`src/rtl/card_seq_pkg.sv`:
```
`timescale 1ns/1ps
package card_seq_pkg;

  typedef enum logic [2:0] {
    ST_OFF  = 3'd0,
    ST_RAMP = 3'd1,
    ST_LIVE = 3'd2,
    ST_WIND = 3'd3,
    ST_REST = 3'd4
  } seq_state_e;

  typedef enum logic [1:0] {
    WD_RST = 2'd0,
    WD_CLK = 2'd1,
    WD_IO  = 2'd2
  } wind_step_e;

  localparam int LANES  = 3;
  localparam int LN_RST = 0;
  localparam int LN_CLK = 1;
  localparam int LN_IO  = 2;

  function automatic int usec_to_cycles(input int hz, input int us);
    longint prod;
    prod = longint'(hz) * longint'(us);
    return int'(prod / 64'sd1000000);
  endfunction

  function automatic int max_of3(input int a, input int b, input int c);
    int m;
    m = (a > b) ? a : b;
    return (m > c) ? m : c;
  endfunction

endpackage

```
`src/rtl/seq_down_timer.sv`:
```
`timescale 1ns/1ps
module seq_down_timer #(
  parameter int W = 8
) (
  input  logic         clk,
  input  logic         rst_n,
  input  logic         load_i,
  input  logic [W-1:0] val_i,
  output logic         expired_o
);

  logic [W-1:0] cnt_q;
  logic [W-1:0] cnt_d;

  always_comb begin
    cnt_d = cnt_q;
    if (load_i) begin
      cnt_d = val_i;
    end else if (cnt_q != '0) begin
      cnt_d = cnt_q - 1'b1;
    end
  end

  always_ff @(posedge clk or negedge rst_n) begin
    if (!rst_n) begin
      cnt_q <= '0;
    end else begin
      cnt_q <= cnt_d;
    end
  end

  assign expired_o = (cnt_q == '0);

  // Timing base for R6, R8 and R9: one count per cycle, and it rests at zero.
  p_timer_steps_r9 : assert property (@(posedge clk) disable iff (!rst_n)
    (!load_i && !expired_o) |=> (cnt_q == $past(cnt_q) - 1'b1));

  p_timer_rests_r8 : assert property (@(posedge clk) disable iff (!rst_n)
    (!load_i && expired_o) |=> expired_o);

endmodule

```
`src/rtl/card_vsel_hold.sv`:
```
`timescale 1ns/1ps
module card_vsel_hold (
  input  logic clk,
  input  logic rst_n,
  input  logic capture_i,
  input  logic powered_i,
  input  logic sel_i,
  output logic sel_o
);

  logic sel_q;
  logic sel_d;

  always_comb begin
    sel_d = sel_q;
    if (capture_i) begin
      sel_d = sel_i;
    end
  end

  always_ff @(posedge clk or negedge rst_n) begin
    if (!rst_n) begin
      sel_q <= 1'b0;
    end else begin
      sel_q <= sel_d;
    end
  end

  assign sel_o = sel_q;

  p_vsel_frozen_r4 : assert property (@(posedge clk) disable iff (!rst_n)
    powered_i |=> $stable(sel_o));

  p_no_capture_powered_r4 : assert property (@(posedge clk) disable iff (!rst_n)
    powered_i |-> !capture_i);

endmodule

```
`src/rtl/card_contact_gate.sv`:
```
`timescale 1ns/1ps
module card_contact_gate #(
  parameter int N = 3
) (
  input  logic [N-1:0] pass_i,
  input  logic [N-1:0] host_i,
  output logic [N-1:0] card_o
);

  for (genvar g = 0; g < N; g++) begin : g_lane
    assign card_o[g] = pass_i[g] & host_i[g];
  end

endmodule

```
`src/rtl/card_supply_seq.sv`:
```
`timescale 1ns/1ps
module card_supply_seq import card_seq_pkg::*; #(
  parameter int CLK_HZ      = 100_000_000,
  parameter int SETTLE_US   = 50_000,
  parameter int HOLDOFF_US  = 350_000,
  parameter int STEP_CYCLES = 4
) (
  input  logic       clk,
  input  logic       rst_n,
  input  logic       halt_n,
  input  logic       lowv_sel_i,
  input  logic       power_req_i,
  input  logic       host_rst_i,
  input  logic       host_clk_i,
  input  logic       host_io_i,
  output logic       card_rst_o,
  output logic       card_clk_o,
  output logic       card_io_o,
  output logic       supply_en_o,
  output logic       supply_vsel_o,
  output logic       pulldown_en_o,
  output logic       ready_o,
  output logic [2:0] state_o
);

  localparam int SETTLE_CYC = usec_to_cycles(CLK_HZ, SETTLE_US);
  localparam int HOLD_CYC   = usec_to_cycles(CLK_HZ, HOLDOFF_US);
  localparam int MAX_CYC    = max_of3(SETTLE_CYC, HOLD_CYC, STEP_CYCLES);
  localparam int TW         = $clog2(MAX_CYC + 1);
  localparam logic [TW-1:0] SETTLE_LD = TW'(SETTLE_CYC - 1);
  localparam logic [TW-1:0] HOLD_LD   = TW'(HOLD_CYC - 1);
  localparam logic [TW-1:0] STEP_LD   = TW'(STEP_CYCLES - 1);
  localparam logic [TW-1:0] HOLD_MIN  = TW'(HOLD_CYC);

  seq_state_e state_q, state_d;
  wind_step_e step_q, step_d;
  logic          tmr_load;
  logic [TW-1:0] tmr_val;
  logic          tmr_expired;
  logic          abort;
  logic          capture;
  logic          powered;
  logic [LANES-1:0] pass_en;
  logic [LANES-1:0] host_lines;
  logic [LANES-1:0] card_lines;

  assign abort = !halt_n || !power_req_i;

  // Next-state logic
  always_comb begin
    state_d  = state_q;
    step_d   = step_q;
    tmr_load = 1'b0;
    tmr_val  = '0;
    case (state_q)
      ST_OFF: begin
        if (halt_n && power_req_i) begin
          state_d  = ST_RAMP;
          tmr_load = 1'b1;
          tmr_val  = SETTLE_LD;
        end
      end
      ST_RAMP: begin
        if (abort) begin
          state_d  = ST_WIND;
          step_d   = WD_RST;
          tmr_load = 1'b1;
          tmr_val  = STEP_LD;
        end else if (tmr_expired) begin
          state_d = ST_LIVE;
        end
      end
      ST_LIVE: begin
        if (abort) begin
          state_d  = ST_WIND;
          step_d   = WD_RST;
          tmr_load = 1'b1;
          tmr_val  = STEP_LD;
        end
      end
      ST_WIND: begin
        if (tmr_expired) begin
          tmr_load = 1'b1;
          case (step_q)
            WD_RST: begin
              step_d  = host_clk_i ? WD_CLK : WD_IO;
              tmr_val = STEP_LD;
            end
            WD_CLK: begin
              step_d  = WD_IO;
              tmr_val = STEP_LD;
            end
            default: begin
              state_d = ST_REST;
              tmr_val = HOLD_LD;
            end
          endcase
        end
      end
      ST_REST: begin
        if (tmr_expired) begin
          state_d = ST_OFF;
        end
      end
      default: state_d = ST_OFF;
    endcase
  end

  // State registers
  always_ff @(posedge clk or negedge rst_n) begin
    if (!rst_n) begin
      state_q <= ST_OFF;
      step_q  <= WD_RST;
    end else begin
      state_q <= state_d;
      step_q  <= step_d;
    end
  end

  seq_down_timer #(.W(TW)) u_timer (
    .clk       (clk),
    .rst_n     (rst_n),
    .load_i    (tmr_load),
    .val_i     (tmr_val),
    .expired_o (tmr_expired)
  );

  assign powered = (state_q == ST_RAMP) || (state_q == ST_LIVE) || (state_q == ST_WIND);
  assign capture = ((state_q == ST_OFF) || (state_q == ST_REST)) && halt_n && !power_req_i;

  card_vsel_hold u_vsel (
    .clk       (clk),
    .rst_n     (rst_n),
    .capture_i (capture),
    .powered_i (powered),
    .sel_i     (lowv_sel_i),
    .sel_o     (supply_vsel_o)
  );

  always_comb begin
    pass_en         = '0;
    pass_en[LN_RST] = (state_q == ST_LIVE);
    pass_en[LN_CLK] = (state_q == ST_LIVE) || ((state_q == ST_WIND) && (step_q == WD_RST));
    pass_en[LN_IO]  = (state_q == ST_LIVE) || ((state_q == ST_WIND) && (step_q != WD_IO));
  end

  always_comb begin
    host_lines         = '0;
    host_lines[LN_RST] = host_rst_i;
    host_lines[LN_CLK] = host_clk_i;
    host_lines[LN_IO]  = host_io_i;
  end

  card_contact_gate #(.N(LANES)) u_gate (
    .pass_i (pass_en),
    .host_i (host_lines),
    .card_o (card_lines)
  );

  assign card_rst_o    = card_lines[LN_RST];
  assign card_clk_o    = card_lines[LN_CLK];
  assign card_io_o     = card_lines[LN_IO];
  assign supply_en_o   = powered;
  assign pulldown_en_o = !((state_q == ST_RAMP) || (state_q == ST_LIVE));
  assign ready_o       = (state_q == ST_LIVE);
  assign state_o       = state_q;

  // Off-time monitor for the hold-off check
  logic [TW-1:0] off_run_q;
  logic          seen_on_q;

  always_ff @(posedge clk or negedge rst_n) begin
    if (!rst_n) begin
      off_run_q <= '0;
      seen_on_q <= 1'b0;
    end else if (supply_en_o) begin
      off_run_q <= '0;
      seen_on_q <= 1'b1;
    end else if (off_run_q < HOLD_MIN) begin
      off_run_q <= off_run_q + 1'b1;
    end
  end

  p_holdoff_kept_r8 : assert property (@(posedge clk) disable iff (!rst_n)
    ($rose(supply_en_o) && seen_on_q) |-> (off_run_q >= HOLD_MIN));

  p_halt_blocks_r1 : assert property (@(posedge clk) disable iff (!rst_n)
    (!halt_n && !supply_en_o) |=> !supply_en_o);

  p_halt_winds_r1 : assert property (@(posedge clk) disable iff (!rst_n)
    (!halt_n && ((state_q == ST_RAMP) || (state_q == ST_LIVE))) |=> (state_q == ST_WIND));

  p_reset_first_r6 : assert property (@(posedge clk) disable iff (!rst_n)
    (state_q == ST_WIND) |-> !card_rst_o);

  p_clock_second_r6 : assert property (@(posedge clk) disable iff (!rst_n)
    ((state_q == ST_WIND) && (step_q != WD_RST)) |-> !card_clk_o);

  p_lines_low_at_cut_r6 : assert property (@(posedge clk) disable iff (!rst_n)
    $fell(supply_en_o) |-> $past(!card_rst_o && !card_clk_o && !card_io_o));

  p_ready_powered_r9 : assert property (@(posedge clk) disable iff (!rst_n)
    ready_o |-> (supply_en_o && !pulldown_en_o));

  p_pulldown_unpowered_r10 : assert property (@(posedge clk) disable iff (!rst_n)
    !supply_en_o |-> pulldown_en_o);

  p_state_code_r11 : assert property (@(posedge clk) disable iff (!rst_n)
    state_o <= 3'd4);

endmodule

```
`config.mk`:
```
export PLATFORM = sky130hd
export DESIGN_NAME = card_supply_seq
export DESIGN_NICKNAME = d
export VERILOG_FILES = /design/src/rtl/card_seq_pkg.sv /design/src/rtl/seq_down_timer.sv /design/src/rtl/card_vsel_hold.sv /design/src/rtl/card_contact_gate.sv /design/src/rtl/card_supply_seq.sv
export SDC_FILE = /design/constraint.sdc
export NUM_CORES = 1
export LEC_CHECK = 0
export ABC_CLOCK_PERIOD_IN_PS = 4300
export BUFFER_PORTS_ARGS = -buffer_cell sky130_fd_sc_hd__buf_2
export CORE_ASPECT_RATIO = 0.7
export CORE_MARGIN = 8
export CORE_UTILIZATION = 35
export CTS_BUF_LIST = sky130_fd_sc_hd__clkbuf_4 sky130_fd_sc_hd__clkbuf_8
export CTS_CLUSTER_SIZE = 24
export DETAILED_ROUTE_END_ITERATION = 12
export PLACE_DENSITY = 0.55
export SYNTH_ARGS = -nofsm -noshare
export SYNTH_HDL_FRONTEND = slang
export SYNTH_SLANG_ARGS = --single-unit
```
`constraint.sdc`:
```
create_clock -name clk -period 4.3 [get_ports clk]
set_clock_uncertainty 0.1 [all_clocks]
set_input_delay 0.86 -clock clk [delete_from_list [all_inputs] [get_ports clk]]
set_output_delay 0.86 -clock clk [all_outputs]
set_load 0.02 [all_outputs]
```
**After elaboration in Yosys (flattened, before gate mapping)**

Index checks and enable logic that the tools add are counted.

- Mux-type cells: 24
- Bitwise gates (word level): 3
- Equal/unequal tests: 14
- Reduce and logical (&&, ||, !) cells: 24
- Magnitude comparators: 0
- Shift-type cells: 0
- $add $sub $neg: 1
- Multipliers: 0
- Divide/modulo/power cells: 0

Operators by type and width:

| kind | count |
|---|---|
| 26-bit 2-to-1 mux | 4 |
| 26-bit one-hot mux with 3 select lines | 1 |
| 26-bit logical NOT | 1 |
| 26-bit nonzero test | 1 |
| 26-bit by 1-bit subtractor with 26-bit output, second input constant | 1 |
| 23-bit 2-to-1 mux | 1 |
| 3-bit 2-to-1 mux | 7 |
| 3-bit one-hot mux with 5 select lines | 1 |
| 2-bit inequality test, second input constant | 5 |
| 2-bit 2-to-1 mux | 4 |
| 2-bit one-hot mux with 2 select lines | 2 |
| 3-bit by 2-bit equality test with 1-bit output, second input constant | 2 |
| 1-bit logical OR | 6 |
| 6-bit AND reduction | 1 |
| 1-bit logical AND | 5 |
| 2-bit by 1-bit inequality test with 1-bit output, second input constant | 2 |
| 4-bit AND reduction | 1 |
| 2-bit nonzero test | 2 |
| 2-bit OR reduction | 2 |
| 1-bit AND | 3 |
| 3-bit by 1-bit equality test with 1-bit output, second input constant | 1 |
| 3-bit equality test, second input constant | 1 |
| 1-bit logical NOT | 3 |
| 3-bit logical NOT | 1 |
| 6 further kinds | 8 |

- Bits in writable memories: 0
- Output and inout port bits: 10
- Bits in registers: 32
- Memories: 0
- Bits in latches: 0
- Bits of input ports: 8
- ROM bits: 0

**Logic depth before layout (Yosys ltp)**

- Word-level depth: 6
- Depth in mapped cells: 9

**Cells and area by module**

Synthesis repeated with hierarchy kept, for this count alone.

- Cell total of the unflattened synthesis: 237
- Area total of the unflattened synthesis: 2,065.7 sq um

Modules (own cells, without submodules):

| module | instances | area an instance (sq um) | sequential area each (sq um) | cells each |
|---|---|---|---|---|
| seq_down_timer | 1 | 1,535.2 | 650.6 | 171 |
| card_supply_seq | 1 | 471.7 | 125.1 | 61 |
| card_vsel_hold | 1 | 40.0 | 25.0 | 2 |
| card_contact_gate | 1 | 18.8 | 0.0 | 3 |

**Worst setup path before layout**

No wires, ideal clock.

- Path type: input port to flip-flop
- Start point: input halt_n
- End point: register u_timer.cnt_q[4]
- Required time: 4.122 ns
- Stages on the path: 6
- Slack: 1.882 ns
- Data arrival time: 2.240 ns
- Setup time: 0.078 ns
- Path through: nand2_1 > mux2_2 > a32oi_1 > clkbuf_1 > nand2_1 > a21oi_1

- Cells in the longest elaborated chain, start to end: 5

RTL lines:

| element | RTL line | text |
|---|---|---|
| from (decl) | card_supply_seq.sv:10 | `input logic halt_n,` |
| 1-bit logical NOT | card_supply_seq.sv:47 | `assign abort = !halt_n \|\| !power_req_i;` |
| 1-bit logical OR | card_supply_seq.sv:47 |  |
| 1-bit 2-to-1 mux | card_supply_seq.sv:64, card_supply_seq.sv:74 |  |
| 1-bit one-hot mux with 3 select lines | card_supply_seq.sv:55 | `case (state_q)` |
| 26-bit 2-to-1 mux / 2-bit nonzero test (equally long branches) | - |  |
| to (signal assigned) | seq_down_timer.sv:28 | `cnt_q <= cnt_d;` |
| to (decl) | seq_down_timer.sv:12 | `logic [W-1:0] cnt_q;` |

Several ways; a longest one is shown, not always the timed one.
A chain may end at the register's enable or synchronous reset.

**Final worst setup path**

- Start point: register u_timer.cnt_q[14]
- End point: register u_timer.cnt_q[18]

- Cells in the longest elaborated chain, start to end: 4

RTL lines:

| element |
|---|
| branches (longest 4 deep; another with 26-bit by 1-bit subtractor with 26-bit output) |

Parallel ways; which one is timed is not known. The select of a mux whose other input is x is not followed.

==> results.py <==
metrics = {
    "synthesis": {
        "synth_cell_type_count": 54,
        "synth_top_area_cell": "dfrtp_1",
        "synthCells": 225,
        "yosysWarningCount": 0,
        "synth_seq_cells": 32,
        "synth_edf_count": 0,
        "synth_area_um2": 2010,
        "synth_nets": 234,
        "avgSynthCellArea_um2": 8.94,
        "ys_seq_area_share_pct": 39.8,
        "synth_ff_type": "dfrtp_1",
        "synth_top_area_share_pct": 39.8,
        "async_flop_share_pct": 100,
        "netlist_top_cells_area": "dfrtp_1 40%, a21oi_1 5.5%, xor2_1 4.4%, nand2_1 3.7%, o21ai_0 3.7%",
    },
    "cts": {
        "cts_buffer_depth": 2,
        "cts_setup_buffers": 0,
        "cts_tree": "done",
        "cts.clk_slew.worst_paths_ns": 0.07,
        "cts.sinks": 32,
        "cts_made_buffers": 5,
        "cts_hold_buffers": 0,
        "post_cts_resized": 0,
        "cts_root_buf": "clkbuf_8",
        "cts-htree-levels": 2,
        "clk_latency_ns": 0.28,
    },
    "die": {
        "die_area_um2": 8460,
        "die_w_um": 107,
        "pin_count": 18,
        "die_y_um": 79.4,
        "start_util_pct": 35.6,
        "rows": 23,
        "core_region_area_um2": 5640,
    },
    "timing": {
        "fmax_ghz": 0.356,
        "relSlewSlack_pct": 34.4,
        "hold_viol": 0,
        "setup_violations": 0,
        "setup_ws_ns": 1.49,
        "fin_crit_ns": 2.81,
        "fin_crit_sh_pct": 65.3,
        "finalSetupTns_ns": 0,
        "rsz0062_at_grt": "no",
        "worst_pin_slew_ns": 0.978,
        "finalMaxSlewViolations": 0,
    },
    "detailed_routing": {
        "routed_wirelength_um": 5080,
        "drt_iter0_drc": 112,
        "via_per_inst": 5.51,
        "vias": 1740,
        "antenna_left": 0,
        "first_pass_iters": 4,
        "drcViolationCount": 0,
        "routedWlPerCell_um": 16.1,
    },
    "setup_path": {
        "timing.rr.start": "u_timer.cnt_q[14]$_DFFE_PN0P_",
        "endpoint_kind": "flip-flop",
        "reg2regPathDepth": 5,
        "crit_required_ns": 4.40,
        "critPathKind": "reg -> reg",
        "critPathMaxStageDelay_ns": 0.65,
        "r2r_slack_ns": 1.49,
        "worstPathArrival_ns": 2.91,
        "path_cells": "or4_1, nand4b_1, a2111oi_4, a211oi_1, a21oi_1",
        "cpMaxStageDelayCell": "nand4b_1",
        "crit_family": "simple AND/OR/NAND/NOR gates",
        "cp_max_fo": 11,
        "cp_num_buf_inv": 0,
        "regToRegEndpoint": "u_timer.cnt_q[18]$_DFFE_PN0P_",
        "critPathLaunchType": "flip-flop",
    },
    "layout": {
        "drive_above_1_share_pct": 17.4,
        "final_nets": 249,
        "area_delta_synth_final_pct": 13.1,
        "fin_cells": 316,
        "antenna_cells": 0,
    },
    "run": {
        "maxCapViolations": 0,
    },
    "global_route": {
        "grt_pass1_wl_um": 8610,
        "track_usage_pct": 12.8,
        "antenna_found_initial": 0,
        "grt_max_degree": 33,
        "use_met3_pct": 3.55,
        "use_met2_pct": 18.4,
        "grt_pass1_vias": 1646,
        "grt_overflow": 0,
        "grt.busiest_layer": "met1",
        "grt_use_met1_pct": 18.5,
    },
    "power": {
        "ir_drop_v": 0.000166,
        "power_per_cell_area_nw_per_um2": 532,
        "p_leak_nw": 0.943,
    },
    "hold_path": {
        "hp-class": "reg -> reg",
        "hp-start": "u_vsel.sel_o$_DFFE_PN0P_",
        "worstHoldPathCells": 1,
        "min_to": "u_vsel.sel_o$_DFFE_PN0P_",
    },
    "placed_design": {
        "hpwl_um": 3590,
        "dpl.cell_count": 308,
        "port_buffers": 17,
        "place.gp.congestion": 0.789,
        "pre_cts_ws_ns": 1.36,
    },
    "status": {
        "status": "finished clean",
    },
}
==> cells by family after synthesis <==
logic type	count (synthesis)	synth area share, %
DFF	32	39.8
buffers and inverters	15	3.36
muxes	3	1.62
adders and majority gates	1	0.622
xor gates and xnor gates	16	6.97
and+or+nand+nor	98	28.1
AOI/OAI and AO/OA	60	19.5
==> where the power goes <==
part	internal (mW)	switching, mW
Combinational	0.172	0.195
Sequential	0.396	0.129
Clock	0.205	0.114
Total	0.773	0.437
==> flip-flops by register name (all words and copies together), names as in the netlist <==
register,cells
u_timer.cnt_q,26
state_o,3
step_q,2
u_vsel.sel_o,1
==> Yosys cell counts (2+ instances only) <==
master and count:
inv_1 5, clkbuf_1 6, o31a_1 3, dfrtp_1 32
nor3_2 2, nand3_1 4, nand4_1 2, xor2_1 10
mux2_2 2, o21ai_0 15, and3_1 2, a21o_1 2
nand2b_1 3, or4_1 5, nor2_1 19, or2_2 3
nor4_1 10, nor3_1 7, a211oi_1 2, nand2_1 20
buf_2 3, xnor2_1 6, o211a_1 2, nor2b_1 2
or3_1 7, o211ai_1 2, a21oi_1 22
==> stage by stage <==
step | hold WS [ns] | power [mW] | instance area, um^2 | utilization [%]
finish | 0.408 | 1.21 | 2270 | 40.3
CTS | 0.415 | 1.22 | 2270 | 40.3
detailed placement | 0.397 | 0.887 | 2150 | 38.1
floorplan | 0.409 | 0.797 | 2010 | -
global placement | 0.392 | 0.886 | 2150 | 38.1
global route | 0.423 | 1.31 | 2270 | 40.3
==> routing by layer <==
layer	part of all wire (%)	routed length (um)
met1	50	2550
met2	44	2260
met3	4.9	250
met4	0.41	21
met5	0	0
==> area by class of cell <==
type	count	area, um^2
Clock buffer	7	96.3
Tap cell	75	93.8
Multi-Input combinational cell	178	1140
Fill cell	599	3370
Inverter	5	18.8
Sequential cell	32	801
Timing Repair Buffer	18	92.6
Clock inverter	1	30.0
==> worst max path at each step <==
stage / from / endpoint / slack (ns) / cells after the start
final: u_timer.cnt_q[14]$_DFFE_PN0P_ / u_timer.cnt_q[18]$_DFFE_PN0P_ / 1.49 / 5
after CTS: u_timer.cnt_q[15]$_DFFE_PN0P_ / u_timer.cnt_q[9]$_DFFE_PN0P_ / 1.50 / 5
after global routing: u_timer.cnt_q[0]$_DFFE_PN0P_ / u_timer.cnt_q[9]$_DFFE_PN0P_ / 1.27 / 7
after global placement: halt_n / u_timer.cnt_q[9]$_DFFE_PN0P_ / 1.34 / 6
after floorplan: halt_n / u_timer.cnt_q[4]$_DFFE_PN0P_ / 1.88 / 6
after detailed placement: power_req_i / u_timer.cnt_q[9]$_DFFE_PN0P_ / 1.36 / 6
==> cells in the final DEF, fill, tap and decap left out, types with 2 or more instances in the layout <==
cell type  instances
and3_1             2
nor2b_1            2
nand4_1            2
o211a_1            2
a211oi_1           2
nor3_1             7
nand2_1           20
nor4_1            10
nor2_1            19
inv_1              5
nor3_2             2
o21ai_0           15
or3_1              7
nand2b_1           3
nand3_1            4
dfrtp_1           32
o31a_1             3
xor2_1            10
mux2_2             2
xnor2_1            6
o211ai_1           2
clkbuf_8           7
a21oi_1           22
or2_2              3
or4_1              5
buf_2             17
a21o_1             2
Power figures use the tool's default switching activity.
